$ cat src/rtl/cswin_pkg.sv
package cswin_pkg;
  localparam int BASE_W = 6;
  localparam int MASK_W = 4;
  localparam int DEV_W  = 2;

  // Bit positions inside the configuration words
  localparam int VALID_BIT  = 6;
  localparam int MASK_LSB   = 8;
  localparam int DEV_LSB    = 10;
  localparam int PF_EN_BIT  = 7;
  localparam int PF_CS_LSB  = 24;

  typedef enum logic [1:0] {
    TGT_NONE = 2'd0,
    TGT_NOR  = 2'd1,
    TGT_NAND = 2'd2,
    TGT_FIFO = 2'd3
  } tgt_e;

  typedef struct packed {
    logic [MASK_W-1:0] mask;
    logic              valid;
    logic [BASE_W-1:0] base;
  } win_t;

  function automatic logic mask_legal(input logic [MASK_W-1:0] m, input logic full_ok);
    return (m == 4'h8) || (m == 4'hC) || (m == 4'hE) || (m == 4'hF) ||
           (full_ok && (m == 4'h0));
  endfunction
endpackage

$ cat src/rtl/cswin_regs.sv
module cswin_regs
  import cswin_pkg::*;
#(
  parameter int N_CS  = 8,
  parameter int SEL_W = $clog2(N_CS)
) (
  input  logic                          clk,
  input  logic                          rst_n,
  input  logic                          wr_en,
  input  logic [SEL_W+1:0]              wr_addr,
  input  logic [31:0]                   wr_data,
  output win_t [N_CS-1:0]               win_o,
  output logic [N_CS-1:0][DEV_W-1:0]    dev_o,
  output logic                          pf_en_o,
  output logic [SEL_W-1:0]              pf_cs_o
);
  logic [1:0] space;
  assign space = wr_addr[SEL_W+1:SEL_W];

  logic unused_bits;
  assign unused_bits = ^{wr_data[31:27], wr_data[23:12]};

  for (genvar i = 0; i < N_CS; i++) begin : g_cs
    logic hit_idx;
    assign hit_idx = wr_en && (wr_addr[SEL_W-1:0] == SEL_W'(i));

    always_ff @(posedge clk or negedge rst_n) begin
      if (!rst_n) begin
        win_o[i] <= '{mask: 4'hF, valid: (i == 0), base: '0};
      end else if (hit_idx && space == 2'b00) begin
        win_o[i] <= '{mask:  wr_data[MASK_LSB +: MASK_W],
                      valid: wr_data[VALID_BIT],
                      base:  wr_data[BASE_W-1:0]};
      end
    end

    always_ff @(posedge clk or negedge rst_n) begin
      if (!rst_n) begin
        dev_o[i] <= '0;
      end else if (hit_idx && space == 2'b01) begin
        dev_o[i] <= wr_data[DEV_LSB +: DEV_W];
      end
    end
  end

  always_ff @(posedge clk or negedge rst_n) begin
    if (!rst_n) begin
      pf_en_o <= 1'b0;
      pf_cs_o <= '0;
    end else if (wr_en && space[1]) begin
      pf_en_o <= wr_data[PF_EN_BIT];
      pf_cs_o <= wr_data[PF_CS_LSB +: SEL_W];
    end
  end
endmodule

$ cat src/rtl/cswin_match.sv
module cswin_match
  import cswin_pkg::*;
#(
  parameter int AW       = 30,
  parameter int PAGE_LSB = AW - BASE_W,
  parameter int OFF_W    = PAGE_LSB + MASK_W
) (
  input  win_t             win,
  input  logic [AW-1:0]    addr,
  output logic             hit,
  output logic [OFF_W-1:0] off
);
  logic [MASK_W-1:0] field;
  logic              top_eq;
  logic              field_eq;

  assign field    = addr[PAGE_LSB +: MASK_W];
  assign top_eq   = addr[AW-1:OFF_W] == win.base[BASE_W-1:MASK_W];
  assign field_eq = ((field ^ win.base[MASK_W-1:0]) & win.mask) == '0;
  assign hit      = win.valid && top_eq && field_eq;
  // Uncompared field bits stay in the offset, which gives the wrap.
  assign off      = {field & ~win.mask, addr[PAGE_LSB-1:0]};
endmodule

$ cat src/rtl/cswin_pick.sv
module cswin_pick
  import cswin_pkg::*;
#(
  parameter int N_CS  = 8,
  parameter int OFF_W = 28,
  parameter int SEL_W = $clog2(N_CS)
) (
  input  logic [N_CS-1:0]             hit,
  input  logic [N_CS-1:0][OFF_W-1:0]  off,
  input  logic [N_CS-1:0][DEV_W-1:0]  dev,
  input  logic                        pf_en,
  input  logic [SEL_W-1:0]            pf_cs,
  output logic [N_CS-1:0]             sel,
  output tgt_e                        tgt,
  output logic                        miss,
  output logic [OFF_W-1:0]            off_o
);
  logic [SEL_W-1:0] idx;
  logic             found;

  always_comb begin
    idx   = '0;
    found = 1'b0;
    for (int i = N_CS - 1; i >= 0; i--) begin
      if (hit[i]) begin
        idx   = SEL_W'(i);
        found = 1'b1;
      end
    end
  end

  always_comb begin
    sel   = '0;
    off_o = '0;
    tgt   = TGT_NONE;
    if (found) begin
      sel[idx] = 1'b1;
      off_o    = off[idx];
      if (dev[idx] == '0)                tgt = TGT_NOR;
      else if (pf_en && (pf_cs == idx))  tgt = TGT_FIFO;
      else                               tgt = TGT_NAND;
    end
  end

  assign miss = !found;
endmodule

$ cat src/rtl/cswin_decoder.sv
module cswin_decoder
  import cswin_pkg::*;
#(
  parameter int N_CS = 8,
  parameter int AW   = 30,
  localparam int SEL_W    = $clog2(N_CS),
  localparam int PAGE_LSB = AW - BASE_W,
  localparam int OFF_W    = PAGE_LSB + MASK_W
) (
  input  logic              clk,
  input  logic              rst_n,
  input  logic              allow_full,
  input  logic              wr_en,
  input  logic [SEL_W+1:0]  wr_addr,
  input  logic [31:0]       wr_data,
  input  logic [AW-1:0]     acc_addr,
  output logic [N_CS-1:0]   cs_sel,
  output logic [1:0]        tgt,
  output logic              miss,
  output logic [OFF_W-1:0]  win_off,
  output logic [N_CS-1:0]   mask_err
);
  win_t [N_CS-1:0]            win;
  logic [N_CS-1:0][DEV_W-1:0] dev;
  logic                       pf_en_q;
  logic [SEL_W-1:0]           pf_cs_q;
  logic [N_CS-1:0]            hit;
  logic [N_CS-1:0][OFF_W-1:0] off;
  tgt_e                       tgt_w;

  cswin_regs #(.N_CS(N_CS)) u_regs (
    .clk(clk), .rst_n(rst_n), .wr_en(wr_en), .wr_addr(wr_addr), .wr_data(wr_data),
    .win_o(win), .dev_o(dev), .pf_en_o(pf_en_q), .pf_cs_o(pf_cs_q)
  );

  for (genvar i = 0; i < N_CS; i++) begin : g_win
    cswin_match #(.AW(AW)) u_match (
      .win(win[i]), .addr(acc_addr), .hit(hit[i]), .off(off[i])
    );
    assign mask_err[i] = win[i].valid && !mask_legal(win[i].mask, allow_full);
  end

  cswin_pick #(.N_CS(N_CS), .OFF_W(OFF_W)) u_pick (
    .hit(hit), .off(off), .dev(dev), .pf_en(pf_en_q), .pf_cs(pf_cs_q),
    .sel(cs_sel), .tgt(tgt_w), .miss(miss), .off_o(win_off)
  );

  assign tgt = tgt_w;
endmodule

$ cat config.mk
export PLATFORM = sky130hd
export DESIGN_NAME = cswin_decoder
export DESIGN_NICKNAME = d
export VERILOG_FILES = /design/src/rtl/cswin_pkg.sv /design/src/rtl/cswin_regs.sv /design/src/rtl/cswin_match.sv /design/src/rtl/cswin_pick.sv /design/src/rtl/cswin_decoder.sv
export SDC_FILE = /design/constraint.sdc
export NUM_CORES = 1
export LEC_CHECK = 0
export ABC_AREA = 1
export BUFFER_PORTS_ARGS = -buffer_cell sky130_fd_sc_hd__buf_2
export CAP_MARGIN = 20
export CORE_MARGIN = 2
export CORE_UTILIZATION = 45
export DETAILED_ROUTE_END_ITERATION = 10
export GPL_ROUTABILITY_DRIVEN = 0
export PLACE_DENSITY = 0.67
export SLEW_MARGIN = 20
export SYNTH_ARGS = -nofsm -noshare
export SYNTH_HDL_FRONTEND = slang
export SYNTH_SLANG_ARGS = --single-unit
$ cat constraint.sdc
create_clock -name clk -period 11.5 [get_ports clk]
set_clock_uncertainty 0.1 [all_clocks]
set_input_delay 3.45 -clock clk [delete_from_list [all_inputs] [get_ports clk]]
set_output_delay 3.45 -clock clk [all_outputs]
set_load 0.02 [all_outputs]
==> impl_results.md <==
- Status: complete, no violations
- Worst Path Buf+Inv: 3
- Syn Inst Count: 837
- Arrival @ worst endpoint: 5.79 ns
- Post-route setup TNS: 0 ns
- Total GRT Usage: 0.231
- Synth unique cells: 36
- Area contributors post-synth: dfrtp_1, nand2_1, dfstp_2
- Synthesized area: around 6100 um2
- Clock latency on the worst-skew pair: 0.35 ns
- Synth warnings: 0
- Compound-Gate Fraction of Synth Area: 0.139
- WL final: roughly 16000 um
- M1 wire length: 7310 um
- Vias in the first global route: around 5200
- Top_reg_cell synth: dfrtp_1
- Post-synthesis sequential area ratio: 0.452
- Met2 wire len: 7080 um
- Family with the most delay on the worst path: simple AND/OR/NAND/NOR gates
- Core area: 13200 um2
- # fillers: between 1000 and 1500
- Residual DRC: 0
- Register Area: 2740 um2
- Cell Chain, Critical Path: buf_2 > inv_2 > or2_1 > o21ai_0 > nor2_1 > nand3_2 > nand2_1 > nor2_1 > nand2_1 > a21oi_1 > nand3_1 > nand2_1 > nor2_1 > nand2_1 > a21oi_1 > buf_2
- Pins over their slew limit: 0
- Design area: 6900 um2
- H-tree depth: 3
- Commonest non-fill, non-tap cell in the layout: nand2_1
- Slowest Stage Delay on Critical Path: 0.41 ns
- Fmax achieved: 0.107 GHz
- Final std cells w/o fill: approximately 1100
- Mux cell area share after synthesis: 0.00741
- Share of cells above drive strength 1: 0.213
- Critical Path Fanout Max: 12
- Critical path class: in2out
- Full die area: 14500 um2
- Placed instance area: 6630 um2
- Synth top area share: 0.309
- Slew margin rel.: 0.434
- Root buffer cell: clkbuf_16
- Vias: between 5000 and 6000
- Total power: 1.22 mW
- Area Growth Syn to Fin: 13.6%
- Leakage: 3.47 nW
- Final setup viols: 0
- Die Span Y: 120 um
- Worst Setup Start Kind: primary input
- Pre-antenna DRT Iters: 5
- Asr flop ratio synth: 1.00
- Final Util: 0.523
- Cts repair resizes: 0
- Ant diodes: 0
- Post-CTS Setup Inserts: 0
- Pre-CTS setup slack: 1.99 ns
- DR WL/cell: 14.4 um
- Post-synth EDFFs: 0
- Die X: about 120 um
- Initial drt markers: approximately 350
- I/O Buffers: 100
- Met3 wire length: 982 um
- Total global routing overflow: 0
- Sink Count: between 100 and 150
- CTS tree: done
- MaxCap Viol Count: 0
- PD cells: 177 nW/um2
- Final setup margin: 2.16 ns
- Synth Area in Adders: 0
- Post-DRT Antenna Nets: 0
- Xor-xnor portion of the synthesized cell area: 0.00700
- Hold WC Path Type: reg2reg
- Multi-input combinational cell area: 2810 um2
- Max Used Layer: met4
- Final Hold Fails: 0
- Synthesized flop and latch total: 108
- Simple-Gate Fraction of Synth Area: 0.308
- Top cell by count, worst path: nand2_1
- Post-synthesis area per instance: 7.26 um2
- First-pass GRT wire length: approximately 26000 um
- Main combinational cell family by area after synthesis: simple AND/OR/NAND/NOR gates
- Detailed placer's ending HPWL: around 11000 um
- Most frequent cells in the layout: nand2_1, o21ai_0, nor2_1, buf_2, inv_1
- Longest Clk Path Bufs: 2
- Ports: 118
- RSZ-0062 raised after global routing: no
- CTS buffer count: 9
- Tcrit/Tclk final: 0.812
- Critical path's slowest cell: nand2_1
- Peak VDD IR: 0.0000834 V
- Reg clk slew, reported paths: 0.07 ns
- Placed Cells incl. Taps: 1081
- Syn_nets: between 900 and 1000
- Minimum clock period: 9.34 ns
- Initial antenna violation count: 0
- CTS Hold Bufs: 0
- Initial core utilization: 0.461
- Largest area contributor in the netlist: dfrtp_1
- Via density: 4.96
- CP required: around 8.0 ns
- Final nets: 987
- Largest net degree at the start of global routing: 68
- Row count: 42
- Worst Max-Slew Pin Slew: 0.849 ns
- Worst hold margin: 0.379 ns
- Worst setup EP type: output pin
[report_power, final]
part	switching, mW	internal, mW	total (mW)	leakage, nW
sequential	0.0595	0.467	0.526	1.31
combinational	0.259	0.139	0.398	2.03
clock	0.141	0.153	0.294	0.133
total	0.460	0.759	1.22	3.47
[registers in the layout, summed over array words and instances (netlist names)]
register / cells
u_regs.dev_o: 16
u_regs.pf_cs_o: 3
u_regs.pf_en_o: 1
u_regs.win_o: 88
[final timing paths]
path / startpoint / to / slack, ns / cells past startpoint
max reg2reg: u_regs.win_o[20] / u_regs.win_o[20] / 10.56 / 2
max in group asynchronous: rst_n / u_regs.win_o[34] / 7.06 / 2
min: u_regs.dev_o[11] / u_regs.dev_o[11] / 0.38 / 2
min reg2reg: u_regs.dev_o[11] / u_regs.dev_o[11] / 0.38 / 2
max: acc_addr[28] / tgt[0] / 2.16 / 16
min in group asynchronous: rst_n / u_regs.pf_en_o / 2.98 / 1
[worst min-delay path, delay by kind of cell (launching register included)]
| kind | cells | cell delay, ns |
|---|---|---|
| and+or+nand+nor | 1 | 0.05 |
| AOI/OAI and AO/OA | 1 | 0.06 |
| DFF | 1 | 0.34 |
[kinds of logic (layout without fill, tap and decap cells)]
family	count (synthesis)	after routing
compound gates	154	154
xor+xnor	4	4
buf+inv	124	208
flops	108	108
mux	4	4
simple gates	443	443
[layout make-up]
| class | count | area share |
|---|---|---|
| Sequential cell | 108 | 0.397 |
| Multi-Input combinational cell | 605 | 0.407 |
| Clock inverter | 4 | 0.00381 |
| Inverter | 91 | 0.0498 |
| Timing Repair Buffer | 101 | 0.0740 |
| Tap cell | 176 | 0.0319 |
| Clock buffer | 12 | 0.0357 |
[per-layer routing]
layer / vias up / GRT usage
met5: - / 0
met4: 0 / 0.0901
met3: 23 / 0.0278
met2: 155 / 0.371
met1: 2471 / 0.320
li1: 2795 / -
[cells in the mapped netlist (2+ instances only)]
library cell    n
nand3_2         7
buf_6           6
a211oi_2        2
nand4_1         2
a21oi_2         2
nand3_1        43
or2_1           4
mux2_2          4
nor2_1        111
inv_2           7
inv_1          83
buf_4           2
nor2_2          2
nand2_2         6
o21ai_0       124
dfrtp_1        75
nand2_4         3
buf_2           7
a21oi_1        12
xor2_1          3
o21a_1          8
o211ai_2        2
or2_2           6
dfstp_2        33
nand3b_1        3
clkbuf_1       18
nor3_1          3
nand2_1       251
No activity file was read; power rests on OpenSTA's default activity.
